**src/rtl/pdc_pkg.sv**
```systemverilog
package pdc_pkg;
  localparam int NUM_CH = 2;
  localparam int CH_RX  = 0;
  localparam int CH_TX  = 1;

  typedef enum logic {
    FLD_PTR = 1'b0,
    FLD_CNT = 1'b1
  } fld_sel_e;
endpackage

```
**src/rtl/pdc_channel.sv**
```systemverilog
module pdc_channel #(
  parameter int AW = 32,
  parameter int CW = 16
) (
  input  logic          clk,
  input  logic          rst_n,
  input  logic          req,
  input  logic          grant,
  input  logic          wr_ptr,
  input  logic          wr_cnt,
  input  logic [AW-1:0] wdata,
  input  logic [1:0]    step,
  output logic [AW-1:0] ptr,
  output logic [CW-1:0] cnt,
  output logic          pend,
  output logic          done,
  output logic          rise
);
  logic          req_q;
  logic [AW-1:0] ptr_n;
  logic [CW-1:0] cnt_n;
  logic          pend_n, done_n;
  logic          ptr_en, cnt_en;

  assign rise   = req & ~req_q;
  assign ptr_en = grant | wr_ptr;
  assign cnt_en = grant | wr_cnt;

  always_comb begin
    ptr_n  = ptr;
    cnt_n  = cnt;
    done_n = done;
    if (grant) begin
      ptr_n = ptr + AW'(step);
      cnt_n = cnt - CW'(1);
      if (cnt == CW'(1)) done_n = 1'b1;
    end
    if (wr_ptr) ptr_n = wdata;
    if (wr_cnt) begin
      cnt_n = wdata[CW-1:0];
      if (wdata[CW-1:0] != '0) done_n = 1'b0;
    end
    pend_n = (cnt_n != '0) && ((pend && !grant) || rise);
  end

  always_ff @(posedge clk or negedge rst_n) begin
    if (!rst_n) begin
      req_q <= 1'b0;
      pend  <= 1'b0;
      done  <= 1'b0;
    end else begin
      req_q <= req;
      pend  <= pend_n;
      done  <= done_n;
    end
  end

  always_ff @(posedge clk or negedge rst_n) begin
    if (!rst_n) begin
      ptr <= '0;
      cnt <= '0;
    end else begin
      if (ptr_en) ptr <= ptr_n;
      if (cnt_en) cnt <= cnt_n;
    end
  end

  assert_ptr_step_R5: assert property (@(posedge clk) disable iff (!rst_n)
    (grant && !wr_ptr) |=> ptr == $past(ptr) + AW'($past(step)));
  assert_cnt_step_R5: assert property (@(posedge clk) disable iff (!rst_n)
    (grant && !wr_cnt) |=> cnt == $past(cnt) - CW'(1));
  assert_no_grant_empty_R7: assert property (@(posedge clk) disable iff (!rst_n)
    grant |-> cnt != '0);
  assert_done_at_zero_R6: assert property (@(posedge clk) disable iff (!rst_n)
    done |-> cnt == '0);
endmodule

```
**src/rtl/pdc_regif.sv**
```systemverilog
module pdc_regif
  import pdc_pkg::*;
#(
  parameter int AW = 32,
  parameter int CW = 16
) (
  input  logic                         reg_wr,
  input  logic [1:0]                   reg_addr,
  input  logic [NUM_CH-1:0][AW-1:0]    ptrs,
  input  logic [NUM_CH-1:0][CW-1:0]    cnts,
  output logic [NUM_CH-1:0]            wr_ptr,
  output logic [NUM_CH-1:0]            wr_cnt,
  output logic [AW-1:0]                reg_rdata
);
  localparam int PADW = AW - CW;

  logic     ch_sel;
  fld_sel_e fld;

  assign ch_sel = reg_addr[1];
  assign fld    = fld_sel_e'(reg_addr[0]);

  for (genvar i = 0; i < NUM_CH; i++) begin : g_dec
    assign wr_ptr[i] = reg_wr && (ch_sel == 1'(i)) && (fld == FLD_PTR);
    assign wr_cnt[i] = reg_wr && (ch_sel == 1'(i)) && (fld == FLD_CNT);
  end

  always_comb begin
    if (fld == FLD_PTR) reg_rdata = ptrs[ch_sel];
    else                reg_rdata = {{PADW{1'b0}}, cnts[ch_sel]};
  end
endmodule

```
**src/rtl/pdc_mem_port.sv**
```systemverilog
module pdc_mem_port #(
  parameter int AW = 32,
  parameter int DW = 16
) (
  input  logic          clk,
  input  logic          rst_n,
  input  logic          rx_pend,
  input  logic          tx_pend,
  input  logic          rx_rise,
  input  logic [DW-1:0] rx_data,
  input  logic [AW-1:0] rx_ptr,
  input  logic [AW-1:0] tx_ptr,
  input  logic [DW-1:0] mem_rdata,
  output logic          rx_grant,
  output logic          tx_grant,
  output logic          mem_valid,
  output logic          mem_write,
  output logic [AW-1:0] mem_addr,
  output logic [DW-1:0] mem_wdata,
  output logic [DW-1:0] tx_data,
  output logic          tx_valid
);
  logic [DW-1:0] rx_buf;
  logic          rd_wait;

  assign rx_grant  = rx_pend;
  assign tx_grant  = tx_pend & ~rx_pend;
  assign mem_valid = rx_grant | tx_grant;
  assign mem_write = rx_grant;
  assign mem_addr  = rx_grant ? rx_ptr : tx_ptr;
  assign mem_wdata = rx_buf;

  always_ff @(posedge clk or negedge rst_n) begin
    if (!rst_n) begin
      rd_wait  <= 1'b0;
      tx_valid <= 1'b0;
    end else begin
      rd_wait  <= tx_grant;
      tx_valid <= rd_wait;
    end
  end

  always_ff @(posedge clk or negedge rst_n) begin
    if (!rst_n) begin
      rx_buf  <= '0;
      tx_data <= '0;
    end else begin
      if (rx_rise) rx_buf  <= rx_data;
      if (rd_wait) tx_data <= mem_rdata;
    end
  end

  assert_txv_after_read_R4: assert property (@(posedge clk) disable iff (!rst_n)
    tx_valid |-> $past(mem_valid && !mem_write, 2));
endmodule

```
**src/rtl/pdc_pair.sv**
```systemverilog
module pdc_pair
  import pdc_pkg::*;
#(
  parameter int AW = 32,
  parameter int CW = 16,
  parameter int DW = 16
) (
  input  logic          clk,
  input  logic          rst_n,
  input  logic          reg_wr,
  input  logic [1:0]    reg_addr,
  input  logic [AW-1:0] reg_wdata,
  output logic [AW-1:0] reg_rdata,
  input  logic          unit_wide,
  input  logic          rx_req,
  input  logic [DW-1:0] rx_data,
  input  logic          tx_req,
  output logic [DW-1:0] tx_data,
  output logic          tx_valid,
  output logic          rx_done,
  output logic          tx_done,
  output logic          mem_valid,
  output logic          mem_write,
  output logic [AW-1:0] mem_addr,
  output logic [DW-1:0] mem_wdata,
  input  logic [DW-1:0] mem_rdata
);
  logic [NUM_CH-1:0][AW-1:0] ch_ptr;
  logic [NUM_CH-1:0][CW-1:0] ch_cnt;
  logic [NUM_CH-1:0]         ch_req, ch_grant, ch_pend, ch_done, ch_rise;
  logic [NUM_CH-1:0]         wr_ptr, wr_cnt;
  logic [1:0]                step;

  assign step           = unit_wide ? 2'd2 : 2'd1;
  assign ch_req[CH_RX]  = rx_req;
  assign ch_req[CH_TX]  = tx_req;
  assign rx_done        = ch_done[CH_RX];
  assign tx_done        = ch_done[CH_TX];

  pdc_regif #(.AW(AW), .CW(CW)) u_regif (
    .reg_wr    (reg_wr),
    .reg_addr  (reg_addr),
    .ptrs      (ch_ptr),
    .cnts      (ch_cnt),
    .wr_ptr    (wr_ptr),
    .wr_cnt    (wr_cnt),
    .reg_rdata (reg_rdata)
  );

  for (genvar i = 0; i < NUM_CH; i++) begin : g_ch
    pdc_channel #(.AW(AW), .CW(CW)) u_ch (
      .clk    (clk),
      .rst_n  (rst_n),
      .req    (ch_req[i]),
      .grant  (ch_grant[i]),
      .wr_ptr (wr_ptr[i]),
      .wr_cnt (wr_cnt[i]),
      .wdata  (reg_wdata),
      .step   (step),
      .ptr    (ch_ptr[i]),
      .cnt    (ch_cnt[i]),
      .pend   (ch_pend[i]),
      .done   (ch_done[i]),
      .rise   (ch_rise[i])
    );
  end

  pdc_mem_port #(.AW(AW), .DW(DW)) u_port (
    .clk       (clk),
    .rst_n     (rst_n),
    .rx_pend   (ch_pend[CH_RX]),
    .tx_pend   (ch_pend[CH_TX]),
    .rx_rise   (ch_rise[CH_RX]),
    .rx_data   (rx_data),
    .rx_ptr    (ch_ptr[CH_RX]),
    .tx_ptr    (ch_ptr[CH_TX]),
    .mem_rdata (mem_rdata),
    .rx_grant  (ch_grant[CH_RX]),
    .tx_grant  (ch_grant[CH_TX]),
    .mem_valid (mem_valid),
    .mem_write (mem_write),
    .mem_addr  (mem_addr),
    .mem_wdata (mem_wdata),
    .tx_data   (tx_data),
    .tx_valid  (tx_valid)
  );

  assert_rx_first_R10: assert property (@(posedge clk) disable iff (!rst_n)
    (ch_pend[CH_RX] && ch_pend[CH_TX]) |-> (mem_valid && mem_write));
  assert_one_access_R3: assert property (@(posedge clk) disable iff (!rst_n)
    $onehot0(ch_grant));
endmodule

```
**config.mk**
```make
export PLATFORM = sky130hd
export DESIGN_NAME = pdc_pair
export DESIGN_NICKNAME = d
export VERILOG_FILES = /design/src/rtl/pdc_pkg.sv /design/src/rtl/pdc_channel.sv /design/src/rtl/pdc_regif.sv /design/src/rtl/pdc_mem_port.sv /design/src/rtl/pdc_pair.sv
export SDC_FILE = /design/constraint.sdc
export NUM_CORES = 1
export LEC_CHECK = 0
export ABC_AREA = 1
export BUFFER_PORTS_ARGS = -buffer_cell sky130_fd_sc_hd__buf_2
export CAP_MARGIN = 0
export CORE_UTILIZATION = 49
export CTS_CLUSTER_DIAMETER = 200
export CTS_CLUSTER_SIZE = 20
export DETAILED_ROUTE_END_ITERATION = 10
export PLACE_DENSITY = 0.72
export SLEW_MARGIN = 10
export SYNTH_ARGS = -nofsm -noshare
export SYNTH_HDL_FRONTEND = slang
export SYNTH_SLANG_ARGS = --single-unit
```
**constraint.sdc**
```tcl
create_clock -name clk -period 4.7 [get_ports clk]
set_input_delay 0.235 -clock clk [delete_from_list [all_inputs] [get_ports clk]]
set_output_delay 0.235 -clock clk [all_outputs]
set_load 0.1 [all_outputs]
```
==> reports/metrics.csv <==
stage,metric,value,unit
pwr,p_int,2.69,mW
min_path,min_path_cells,2,
timing,skew,0.00937,ns
logic_synthesis,ys_seq_area_frac,0.374,
pwr,power_frac_clock,0.247,
timing,finalSetupTns,0,ns
timing,holdWs,0.0239,ns
placement,dpl.hpwl,22.5,mm
pwr,p_leak,5.13,nW
detailed_routing,detail-route-antenna-nets,0,
cts,clk_latency,0.44,ns
cts,cts_tree,built,
die,coreArea,18100,um^2
cts,clk_pin_slew,0.06,ns
pwr,max-vdd-ir-drop,0.000310,V
timing,hold_viol_final,0,
setup_path,slowest_stage,clkinv_1,
logic_synthesis,synth.avg_cell_area,7.24,um^2
layout,diodes,0,
logic_synthesis,synth_top_area_cell,dfrtp_1,
cts,post_cts_buffers,0,
detailed_routing,vias,9380,
layout,layout-drive-gt1-share,0.203,
setup_path,r2r_cells,12,
cts,htree_num_levels,4,
pwr,comb_power_share,0.440,
min_path,worst_hold_path_type,in2reg,
grt,grt_max_degree,91,
setup_path,worstSetupPathType,in2reg,
timing,min_period,3.00,ns
setup_path,required,4.99,ns
timing,slew-limit-headroom,0.310,
layout,layout_common_cells,"309 x nand2_1, 171 x buf_2, 156 x inv_1",
setup_path,cp_max_fo,53,
layout,areaGrowthSynthToFinish,17.3,%
cts,clk_path_buf_depth,2,
grt,grt_pass1_vias,8401,
pwr,sw_frac_of_total,0.514,
detailed_routing,drt-initial-drc-count,1123,
grt,overflow,0,
setup_path,slowest_delay,1.03,ns
die,placementRows,49,
logic_synthesis,synth_top_area_share,0.374,
die,die-area,19100,um^2
setup_path,worstPathCellList,"buf_2, inv_2, nor3_2, clkinv_1, o211ai_1, o21ai_0",
logic_synthesis,synthTopCellsByArea,"dfrtp_1 37%, nand2_1 13%, inv_1 6.4%",
timing,fin_crit_sh,0.637,
die,initial_core_util,0.503,
setup_path,crit_arrival,3.28,ns
timing,rsz0062_at_grt,no,
placement,place.gp.congestion,0.985,
detailed_routing,drc,20,
logic_synthesis,yosysUniqueCellTypes,41,
die,die_h,138,um
placement,io_buffer_count,172,
die,boundaryPins,173,
grt,grt_pass1_wl,46.4,mm
layout,layout.nets,1481,
detailed_routing,routed_wl,30.1,mm
cts,clock-sinks,136,
logic_synthesis,synth-seq-cells,136,
cts,cts_resized,0,
logic_synthesis,synth_fp_nets,1337,
detailed_routing,viasPerCell,5.72,
cts,ctsRootBufferMaster,clkbuf_16,
timing,slew_viol_final,0,
die,die_w,138,um
grt,groute.usage.overall,0.318,
layout,fill_cells,1698,
layout,final_common_cell,nand2_1,
outcome,violations,DRC,
cts,cts_buffers,17,
logic_synthesis,synth_area,9090,um^2
pwr,power_density,519,nW/um^2
logic_synthesis,synth_cells,1255,
cts,postCtsHoldBufs,3,
logic_synthesis,ys_warn_count,0,
detailed_routing,first_pass_iters,10,
timing,tightestPinTransition,1.03,ns
run,maxCapViolations,0,
setup_path,crit_path_start_kind,input pin,
grt,grt_antenna_before_repair,0,
pwr,p_seq_frac,0.313,
timing,max_freq,0.334,GHz
setup_path,endpoint_kind,flop,
timing,setup-violations-final,0,
detailed_routing,wl_per_cell,18.3,um
pwr,p_sw,2.85,mW
outcome,status,"finished, violations left",
[power groups by stage]
stage	Combinational [mW]	Sequential (mW)	Clock, mW
finish	2.43	1.73	1.37
global route	2.57	1.76	1.44
CTS	2.42	1.72	1.38
detailed placement	2.41	1.73	0
global placement	2.39	1.73	0
floorplan	1.65	1.97	0
[state kept, by name, summed over array words and instances, names as in the netlist]
register,cells
u_port.tx_data,16
u_port.rd_wait,1
g_ch.u_ch.pend,2
g_ch.u_ch.ptr,64
g_ch.u_ch.done,2
u_port.tx_valid,1
g_ch.u_ch.req_q,2
g_ch.u_ch.cnt,32
u_port.mem_wdata,16
[kinds of logic (layout without fill, tap and decap cells)]
group                    Yosys count  in the layout  synth area share
AO/OA/AOI/OAI                    230            230             0.147
XOR/XNOR                          47             47            0.0453
adder cells (fa/ha/maj)           10             10            0.0154
buffers and inverters            220            377            0.0951
flip-flops                       136            136             0.374
multiplexers                      32             32            0.0396
AND/OR/NAND/NOR                  580            580             0.283
[final timing paths]
check	slack [ns]	end	startpoint
worst max register to register	2.06	g_ch[0].u_ch.pend$_DFF_PN0_	g_ch[0].u_ch.pend$_DFF_PN0_
max in group asynchronous	3.16	u_port.mem_wdata[14]$_DFFE_PN0P_	rst_n
worst max-delay path	1.70	g_ch[1].u_ch.ptr[21]$_DFFE_PN0P_	reg_addr[1]
worst min register to register	0.50	u_port.tx_data[3]$_DFFE_PN0P_	u_port.tx_data[3]$_DFFE_PN0P_
worst min-delay path	0.02	u_port.mem_wdata[9]$_DFFE_PN0P_	rx_data[9]
min in group asynchronous	0.42	g_ch[1].u_ch.ptr[22]$_DFFE_PN0P_	rst_n
[synth_stat cells (all sizes together)]
cell type  number
clkbuf         39
clkinv          2
o21ai         103
mux2           32
buf            17
nor3           30
dfrtp         136
a22oi           2
ha              8
fa              2
a21o            2
a31oi           1
nand3          82
o221ai         26
o21bai          2
nor4            6
nand2         315
a31o            1
nand4          28
xnor2           3
o211ai         16
nand3b          5
a21oi          62
xor2           44
o21a            1
inv           162
nor2          113
and2            1
o22ai          14
[routing by layer]
| metal | vias up | track usage | share of wire |
|---|---|---|---|
| li1 | 4425 | - | - |
| met3 | 83 | 0.0634 | 0.095 |
| met4 | 0 | 0.145 | 0.042 |
| met5 | - | 0 | 0 |
| met2 | 506 | 0.472 | 0.44 |
| met1 | 4366 | 0.448 | 0.43 |
[through the flow]
| step | setup slack [ns] | std cells | util | total power, mW | area, um^2 |
|---|---|---|---|---|---|
| 2_1_floorplan | 1.07 | 1255 | - | 3.62 | 9090 |
| 3_3_place_gp | 1.36 | 1606 | 0.555 | 4.11 | 10000 |
| 3_5_place_dp | 1.26 | 1606 | 0.555 | 4.14 | 10000 |
| 4_1_cts | 1.74 | 1641 | 0.590 | 5.52 | 10700 |
| 5_1_grt | 1.39 | 1641 | 0.590 | 5.77 | 10700 |
| 6_report | 1.70 | 1641 | 0.590 | 5.53 | 10700 |
[critical path, delay by kind of cell]
| kind | cells | cell delay [ns] |
|---|---|---|
| AOI/OAI and AO/OA | 2 | 0.61 |
| and+or+nand+nor | 1 | 0.62 |
| buffers and inverters | 3 | 1.78 |
[area by class of cell]
class                           count  area (um^2)  area share
Clock buffer                       17          425      0.0399
Clock inverter                     15          168      0.0157
Inverter                          164          616      0.0577
Multi-Input combinational cell    899         4820       0.452
Sequential cell                   136         3400       0.319
Tap cell                          229          287      0.0269
Timing Repair Buffer              181          942      0.0883
Power figures use the tool's default switching activity.
